### src/rtl/selfcorr_timer_pkg.sv
package selfcorr_timer_pkg;
  localparam int TMR_W = 8;

  // Strobes from control to datapath each cycle
  typedef struct packed {
    logic [TMR_W-1:0] addVal;   // summed operand, zero when no add
    logic             flagClr;
  } tmrCtl_t;
endpackage

### src/rtl/tmr_datapath.sv
module tmr_datapath
  import selfcorr_timer_pkg::*;
#(
  parameter int W = TMR_W
) (
  input  logic         clk,
  input  logic         rstN,
  input  tmrCtl_t      ctl,
  output logic [W-1:0] count,
  output logic         wrapNow,
  output logic         ovfFlag
);
  localparam logic [W-1:0] MAX_CNT = {W{1'b1}};
  localparam logic [W-1:0] ONE     = {{(W-1){1'b0}}, 1'b1};

  assign wrapNow = (count == MAX_CNT);

  always_ff @(posedge clk) begin
    if (!rstN) begin
      count   <= '0;
      ovfFlag <= 1'b0;
    end else begin
      count <= count + ONE + ctl.addVal;
      if (wrapNow)          ovfFlag <= 1'b1;
      else if (ctl.flagClr) ovfFlag <= 1'b0;
    end
  end
endmodule

### src/rtl/tmr_control.sv
module tmr_control
  import selfcorr_timer_pkg::*;
#(
  parameter int W = TMR_W
) (
  input  logic         clk,
  input  logic         rstN,
  input  logic         intEnable,
  input  logic         intAck,
  input  logic         retStrobe,
  input  logic [W-1:0] retOperand,
  input  logic         wrStrobe,
  input  logic [W-1:0] wrOperand,
  input  logic         ovfClear,
  input  logic         wrapNow,
  output tmrCtl_t      ctl,
  output logic         intReq
);
  logic pending;
  logic inService;
  logic taken;

  assign intReq = pending & intEnable & ~inService;
  assign taken  = intReq & intAck;

  always_comb begin
    ctl.addVal  = (retStrobe ? retOperand : '0) + (wrStrobe ? wrOperand : '0);
    ctl.flagClr = ovfClear;
  end

  always_ff @(posedge clk) begin
    if (!rstN) begin
      pending   <= 1'b0;
      inService <= 1'b0;
    end else begin
      pending <= (pending & ~taken) | (wrapNow & intEnable);
      if (taken)          inService <= 1'b1;
      else if (retStrobe) inService <= 1'b0;
    end
  end
endmodule

### src/rtl/selfcorr_timer.sv
module selfcorr_timer
  import selfcorr_timer_pkg::*;
(
  input  logic             clk,
  input  logic             rstN,
  input  logic             intEnable,
  input  logic             intAck,
  input  logic             retStrobe,
  input  logic [TMR_W-1:0] retOperand,
  input  logic             wrStrobe,
  input  logic [TMR_W-1:0] wrOperand,
  input  logic             ovfClear,
  output logic             intReq,
  output logic [TMR_W-1:0] count,
  output logic             countMsb,
  output logic             ovfFlag
);
  tmrCtl_t ctl;
  logic    wrapNow;

  tmr_control #(.W(TMR_W)) u_ctrl (
    .clk(clk), .rstN(rstN), .intEnable(intEnable), .intAck(intAck),
    .retStrobe(retStrobe), .retOperand(retOperand),
    .wrStrobe(wrStrobe), .wrOperand(wrOperand), .ovfClear(ovfClear),
    .wrapNow(wrapNow), .ctl(ctl), .intReq(intReq)
  );

  tmr_datapath #(.W(TMR_W)) u_dp (
    .clk(clk), .rstN(rstN), .ctl(ctl),
    .count(count), .wrapNow(wrapNow), .ovfFlag(ovfFlag)
  );

  assign countMsb = count[TMR_W-1];
endmodule

### config.mk
export PLATFORM = sky130hd
export DESIGN_NAME = selfcorr_timer
export DESIGN_NICKNAME = d
export VERILOG_FILES = /design/src/rtl/selfcorr_timer_pkg.sv /design/src/rtl/tmr_datapath.sv /design/src/rtl/tmr_control.sv /design/src/rtl/selfcorr_timer.sv
export SDC_FILE = /design/constraint.sdc
export NUM_CORES = 1
export LEC_CHECK = 0
export ABC_AREA = 1
export BUFFER_PORTS_ARGS = -buffer_cell sky130_fd_sc_hd__buf_2
export CORE_AREA = 2 2 51 53
export DETAILED_ROUTE_END_ITERATION = 7
export DIE_AREA = 0 0 53 55
export GPL_TIMING_DRIVEN = 0
export PLACE_DENSITY_LB_ADDON = 0.25
export SLEW_MARGIN = 15
export SYNTH_ARGS = -nofsm -noshare
export SYNTH_HDL_FRONTEND = slang
export SYNTH_HIERARCHICAL = 1
export SYNTH_SLANG_ARGS = --single-unit
### constraint.sdc
create_clock -name clk -period 5.9 [get_ports clk]
set_clock_uncertainty 0.1 [all_clocks]
set_input_delay 0.295 -clock clk [delete_from_list [all_inputs] [get_ports clk]]
set_output_delay 0.295 -clock clk [all_outputs]
set_load 0.01 [all_outputs]
After elaboration in Yosys (flattened, before gate mapping)
Cells that the tools add are included.
{"block": "totals", "regBits": 11, "in_bits": 23, "elab_cells": 24}
{"block": "classes", "n_reduce_logical": 2, "eq_ne": 1, "n_addsub": 3, "muxes": 6, "bitwise": 8}
{"cell": "8-bit adder", "count": 2}
{"cell": "8-bit two-way mux", "count": 2}
{"cell": "8-bit by 1-bit adder with 8-bit output, second input constant", "count": 1}
{"cell": "8-bit equality test, second input constant", "count": 1}
{"cell": "1-bit bitwise AND", "count": 5}
{"cell": "1-bit two-way mux", "count": 4}
{"cell": "2-bit nonzero test", "count": 2}
{"cell": "1-bit inverter", "count": 2}
{"cell": "1-bit bitwise OR", "count": 1}

Longest topological paths before layout
Gate-level depths: netlist of run 1.
{"block": "depth", "word_depth": 6, "mapped_depth": 20, "depth_no_buf": 19}

Cells and area by module
The synthesis of run 1 kept the hierarchy.
{"mod": "tmr_datapath", "area_each_um2": 604.3, "cells_per_inst": 88, "seq_area_each_um2": 180.2, "n_inst": 1}
{"mod": "tmr_control", "area_each_um2": 563.0, "cells_per_inst": 105, "seq_area_each_um2": 40.0, "n_inst": 1}
{"mod": "selfcorr_timer", "area_each_um2": 7.5, "cells_per_inst": 1, "seq_area_each_um2": 0.0, "n_inst": 1}

Worst setup path after synthesis of run 1
No wires, ideal clock.
{"block": "synth_path", "kind": "input to register", "from": "in retStrobe", "to": "reg u_dp.count[7]", "path_slack_ns": 3.455, "stages": 18, "t_arrival_ns": 2.230, "path_buffers": 1, "cell_sequence": "buf_2 nand2_1 inv_1 ha_1 inv_1 fa_1 inv_1 nand2_1 nand2_1 nand2_1 xnor2_1 ha_1 nand2_1 nand2_1 a21oi_1 nand3_1 nand2_1 nor2_1"}
{"element": "start: declaration", "line": "selfcorr_timer.sv:8", "source": "input logic retStrobe,"}
{"element": "end signal: assignment", "line": "tmr_datapath.sv:23", "source": "count <= count + ONE + ctl.addVal;"}
{"element": "end: declaration", "line": "tmr_datapath.sv:9", "source": "output logic [W-1:0] count,"}

==> summary.txt, run 1 <==
Clock tree
  – CTS tree: built
  – CTS resizes: 0
  – Clk sinks: 11
  – Clock transition at path regs: 0.07 ns
  – CTS root buf: clkbuf_4
  – TritonCTS buffer count: 3
  – Post-CTS Hold Buffers: 0
  – CTS max path bufs: 2
  – Post-CTS setup buffers: 0
  – Clk_lat worst skew: between 0.2 and 0.3 ns
  – H-tree depth: 1

Global routing
  – GR Overflow Total: 0
  – Largest net degree at the start of global routing: 11
  – First-pass GRT wire length: approximately 3.7 mm
  – Gr usage total: 0.174
  – Vias in the first global route: ~970
  – Initial antenna violation count: 0

Synth
  – Synth top area cells: nand2_1 20%, dfxtp_1 19%, ha_1 15%
  – Number of synthesized flops with an enable pin: 0
  – Count of cell types in the netlist: 21
  – Sequential share of the synthesized area: 0.187
  – Top cell type's share of synthesized area: 0.201
  – Synth Net Count: 233
  – Ys flop type: dfxtp_1
  – Async set or reset register ratio after synthesis: 0
  – Leading area contributor after synthesis: nand2_1
  – Post-Synthesis Cell Area: approximately 1200 um^2
  – Synth Instances: ~190
  – Top post-synthesis cells by count: 63 x nand2_1, 41 x inv_1, 18 x nor2_1
  – Ys Warns: 6
  – Count leader, synth: nand2_1
  – Syn Area/Cell: just over 6 um^2
  – Register bit count reported by yosys: 11

Timing
  – Tmin final: about 2.4 ns
  – Max-slew violations: 0
  – Unrepaired setup endpoints after global routing: false
  – Tcrit/Tclk final: 0.408
  – Final hold violations: 0
  – Setup violations, final: 0
  – Fmax: between 400 and 500 MHz
  – Slew headroom: 0.876
  – Worst slew pin tran: about 0.18 ns
  – Final worst-path setup slack: between 3 and 4 ns
  – Setup TNS: 0 ns

Placement
  – DP Worst Slack: between 3 and 4 ns
  – GP Congestion: between 0.8 and 0.9
  – DP HPWL: roughly 1.8 mm
  – Port buffer count: 30

Pwr
  – Lkg Pwr: approximately 0.90 nW
  – Tot Pwr: ~0.00040 W
  – Cell Pwr Density: ~290 nW/um^2
  – Maximum vdd ir drop: 149 uV

Finish
  – Fraction of layout cells with a size suffix above 1: 0.202
  – Register area: approximately 220 um^2
  – Multi-input logic area: 772 um^2
  – Layout fillers: between 200 and 300
  – Area Overhead vs Synth: 18.2%
  – Fin nets: about 270
  – # diodes: 0

Worst hold path
  – WHS Path Cells: 4
  – Min-delay src: ovfClear
  – Hold WC Path Type: in2reg
  – Hold EP: u_dp/ovfFlag

Worst setup path
  – Slowest stage delay, CP: around 0.39 ns
  – Critical Path End Type: register
  – Setup slack, reg-to-reg: 4.14 ns
  – CP Launch Point: retStrobe
  – Critical Path Start Type: input pin
  – Worst path cell trace: buf_2 > nand2_1 > inv_1 > ha_1 > inv_1 > fa_1 > inv_1 > nand2_1 > nand2_1 > nand2_1 > xnor2_1 > ha_1 > nand2_1 > nand2_1 > a21oi_1 > nand3_1 > nand2_1 > nor2_1
  – Setup CP Type: in2reg
  – CP required: 5.97 ns
  – Worst Path Arrival: 2.48 ns
  – Worst r2r src: u_dp/count[0]
  – Delay-heaviest family, CP: adder cells
  – RR Endpoint: u_dp/count[6]
  – Crit Path Max Fanout: 10
  – Critical-path top delay cell: fa_1
  – Buffers & Inverters on Critical Path: 4
  – Worst r2r path cells: 9
  – CP most frequent cell: nand2_1

Detailed routing
  – Initial DRC count: 20
  – Residual DRC count: 0
  – TritonRoute pass-1 iters: 4
  – Drt wl/cell: a little over 8 um
  – Vias: between 1000 and 1500
  – Routed Antenna Nets: 0
  – Routed WL: between 2 and 2.5 mm
  – Vias/cell: around 4.4

Run status
  – Status: finished, final reports clean

Floorplanning
  – Chip width: 53 um
  – Initial core utilization: 0.497
  – Die ar.: 2920 um^2
  – Core area: approximately 2400 um^2
  – IO Pins: 34
  – Row Count: 18
  – Die height: about 55 um

Job
  – Max-cap violations: 0
==> final cells by class <==
class,count,area share
buffer,4,0.0180
multi-input combinational,137,0.556
timing repair buffer,30,0.108
inverter,42,0.114
sequential,11,0.159
tap,30,0.0270
clock buffer,4,0.0189
==> per-stage QoR <==
stage | hold slack [ns] | std cells | cell area [um^2] | utilization
after detailed placement | 0.352 | 254 | 1360 | 0.576
after CTS | 0.168 | 258 | 1390 | 0.587
after global placement | 0.348 | 254 | 1360 | 0.576
after global routing | 0.179 | 258 | 1390 | 0.587
after floorplan | 0.315 | 194 | 1170 | -
final | 0.167 | 258 | 1390 | 0.587
==> how the worst max path moves through the flow <==
| stage | endpoint | depth (start not counted) | slack [ns] |
|---|---|---|---|
| after floorplan | u_dp/count[7] | 18 | 3.45 |
| after global placement | u_dp/count[7] | 18 | 3.23 |
| after detailed placement | u_dp/count[7] | 18 | 3.18 |
| after CTS | u_dp/count[7] | 18 | 3.48 |
| after global routing | u_dp/count[7] | 18 | 3.27 |
| final | u_dp/count[7] | 18 | 3.49 |
==> cell usage in the layout, fill, tap and decap left out, drive strengths merged <==
master  instances
dfxtp          11
nand3          11
a21oi          10
fa              2
nand2          66
xnor2           4
nand2b          1
and2            2
nor2           19
inv            41
nand3b          3
nand4           1
clkinv          1
or2             4
clkbuf          4
buf            34
ha             14
==> sequential cells by signal, summed over array words and instances (netlist names) <==
register	flops
u_ctrl/inService	1
u_ctrl/pending	1
u_dp/count	8
u_dp/ovfFlag	1
==> where the power goes <==
group | internal [W] | switching, W
Combinational | 0.000105 | 0.000125
Clock | 0.0000262 | 0.0000269
Sequential | 0.0000968 | 0.0000198
==> worst reg2reg max path: stages (launching register included) <==
cell	delay, ns
dfxtp_1	0.35
inv_1	0.05
ha_1	0.21
fa_1	0.37
inv_1	0.08
nand2_1	0.08
nand2_1	0.09
nand3b_1	0.12
a21oi_1	0.14
nor2_1	0.05
==> cells by family after synthesis <==
family,share of synthesized area
flip-flops,0.187
AND/OR/NAND/NOR,0.402
XOR/XNOR,0.0298
adder cells (fa/ha/maj),0.183
buffers and inverters,0.155
AO/OA/AOI/OAI,0.0426
==> metal layers <==
metal	GRT usage	routed length (um)	share of wire
met1	0.198	983	0.46
met2	0.313	985	0.46
met3	0.0242	117	0.055
met4	0.103	57	0.027
met5	0	0	0
No activity file was read; power rests on OpenSTA's default activity.
==> inputs of run 2 (changes only) <==
==> constraint.sdc (replaced) <==
create_clock -name clk -period 2.5 [get_ports clk]
set_clock_uncertainty 0.1 [all_clocks]
set_input_delay 0.125 -clock clk [delete_from_list [all_inputs] [get_ports clk]]
set_output_delay 0.125 -clock clk [all_outputs]
set_load 0.01 [all_outputs]
==> run 2 against run 1 <==
Compared with the run above: the run now ends with hold timing left; register-to-register slack got worse by 3.4 ns; via count rose by 0.35%; final cell count rose by 0.39%; wire length rose by 0.33%; largest cell class unchanged.
==> summary.txt, run 2 (synthesized netlist as in run 1, its figures left out) <==
Detailed routing
  – Routed Antenna Nets: 0
  – Vias/cell: 4.45
  – Drt wl/cell: ~8.3 um
  – Initial DRC count: 20
  – TritonRoute pass-1 iters: 4
  – Vias: between 1000 and 1500
  – Residual DRC count: 0
  – Routed WL: roughly 2.2 mm

Worst setup path
  – Worst r2r path cells: 9
  – Crit Path Max Fanout: 10
  – Worst Path Arrival: approximately 2.3 ns
  – CP required: 2.57 ns
  – Critical Path End Type: register
  – Critical Path Start Type: input pin
  – Critical-path top delay cell: fa_1
  – Setup slack, reg-to-reg: between 0.7 and 0.8 ns
  – Buffers & Inverters on Critical Path: 4
  – Slowest stage delay, CP: a little under 0.4 ns
  – CP Depth: 18
  – Worst path cell trace: buf_2 > nand2_1 > inv_1 > ha_1 > inv_1 > fa_1 > inv_1 > nand2_1 > nand2_1 > nand2_1 > xnor2_1 > ha_1 > nand2_1 > nand2_1 > a21oi_1 > nand3_1 > nand2_1 > nor2_1
  – CP most frequent cell: nand2_1
  – Setup CP Type: in2reg
  – Delay-heaviest family, CP: adder cells

Floorplanning
  – Row Count: 18
  – Die ar.: just under 3000 um^2
  – Core area: between 2000 and 2500 um^2
  – Die height: around 55 um
  – Chip width: 53 um
  – IO Pins: 34
  – Initial core utilization: 0.497

Timing
  – Fmax: around 450 MHz
  – Setup violations, final: 0
  – Slew headroom: 0.876
  – Tmin final: roughly 2.2 ns
  – Hold WS: -0.000876 ns
  – Final hold violations: 1
  – Max-slew violations: 0
  – Setup TNS: 0 ns
  – Worst slew pin tran: approximately 0.18 ns
  – Unrepaired setup endpoints after global routing: false
  – Tcrit/Tclk final: 0.895

Finish
  – Area Overhead vs Synth: 19.1%
  – Layout fillers: 269
  – Register area: between 200 and 250 um^2
  – Most common cell after layout, fill and taps aside: nand2_1
  – Fraction of layout cells with a size suffix above 1: 0.201
  – Commonest cells after routing, fill and taps aside: 63 x nand2_1, 41 x inv_1, 32 x buf_2
  – Biggest register: u_dp/count
  – # diodes: 0
  – Max FFs per register: 8
  – Finished Cell Area: 1400 um^2
  – Multi-input logic area: between 700 and 800 um^2
  – Fin nets: 269

Global routing
  – Vias in the first global route: 979
  – First-pass GRT wire length: about 3.7 mm
  – Initial antenna violation count: 0
  – GR Overflow Total: 0
  – Gr usage total: 0.176
  – Largest net degree at the start of global routing: 11

Pwr
  – Cell Pwr Density: about 680 nW/um^2
  – Lkg Pwr: between 0.9 and 1 nW
  – Tot Pwr: 0.000946 W
  – Maximum vdd ir drop: approximately 350 uV

Clock tree
  – CTS resizes: 0
  – Clock transition at path regs: about 0.07 ns
  – CTS root buf: clkbuf_4
  – CTS tree: built
  – CTS max path bufs: 2
  – TritonCTS buffer count: 3
  – Clk_lat worst skew: around 0.27 ns
  – Clk sinks: 11
  – H-tree depth: 1

Worst hold path
  – Hold WC Path Type: in2reg
  – WHS Path Cells: 3

Placement
  – Dpl cell area: about 1400 um^2
  – Port buffer count: 30
  – GP Congestion: approximately 0.83
  – DP HPWL: approximately 1.8 mm

Job
  – Max-cap violations: 0

Run status
  – Violated checks: hold timing
  – Status: finished with violations
run 2: changes by cell type in the layout (fill, tap and decap cells not counted):
cell and delta:
dlygate4sd3_1 +1
run 2: timing repair:
item / CTS / global route
setup buffers: 0 / 0
endpoints found under the hold margin: 1 / 0
hold buffers: 1 / 0
run 2: worst min-delay path, cell delays in order:
cell and delay, ns:
buf_2 0.10, nand2_1 0.05, a21oi_1 0.05
run 2: metal layers:
metal  global-route usage  vias up  share of wire
li1                     -      650              -
met1                0.198      469           0.46
met2                0.317       29           0.46
met3               0.0242        4          0.054
met4                0.103        0          0.026
met5                    0        -              0
run 2: worst paths after layout:
kind / from / to
max: retStrobe / u_dp/count[7]
min: intEnable / u_ctrl/pending
max reg2reg: u_dp/count[0] / u_dp/count[6]
min reg2reg: u_ctrl/pending / u_ctrl/pending
run 2: area by class of cell:
cell class,instances,share of cell area
Multi-Input combinational cell,137,0.552
Sequential cell,11,0.157
Timing Repair Buffer,31,0.114
Inverter,42,0.113
Tap cell,30,0.0268
Clock buffer,4,0.0188
Buffer,4,0.0179
run 2: stage by stage:
stage	utilization	cells	worst slack (ns)
after global placement	0.576	254	-0.00112
after detailed placement	0.576	254	-0.0457
after CTS	0.592	259	0.250
after floorplan	-	194	0.225
final	0.592	259	0.262
after global routing	0.592	259	0.0363
run 2: where the power goes:
part           switching (W)  internal, W  total, W  leakage, nW
clock              0.0000635    0.0000619  0.000125       0.0150
combinational       0.000296     0.000249  0.000545        0.797
sequential         0.0000467     0.000228  0.000275       0.0909
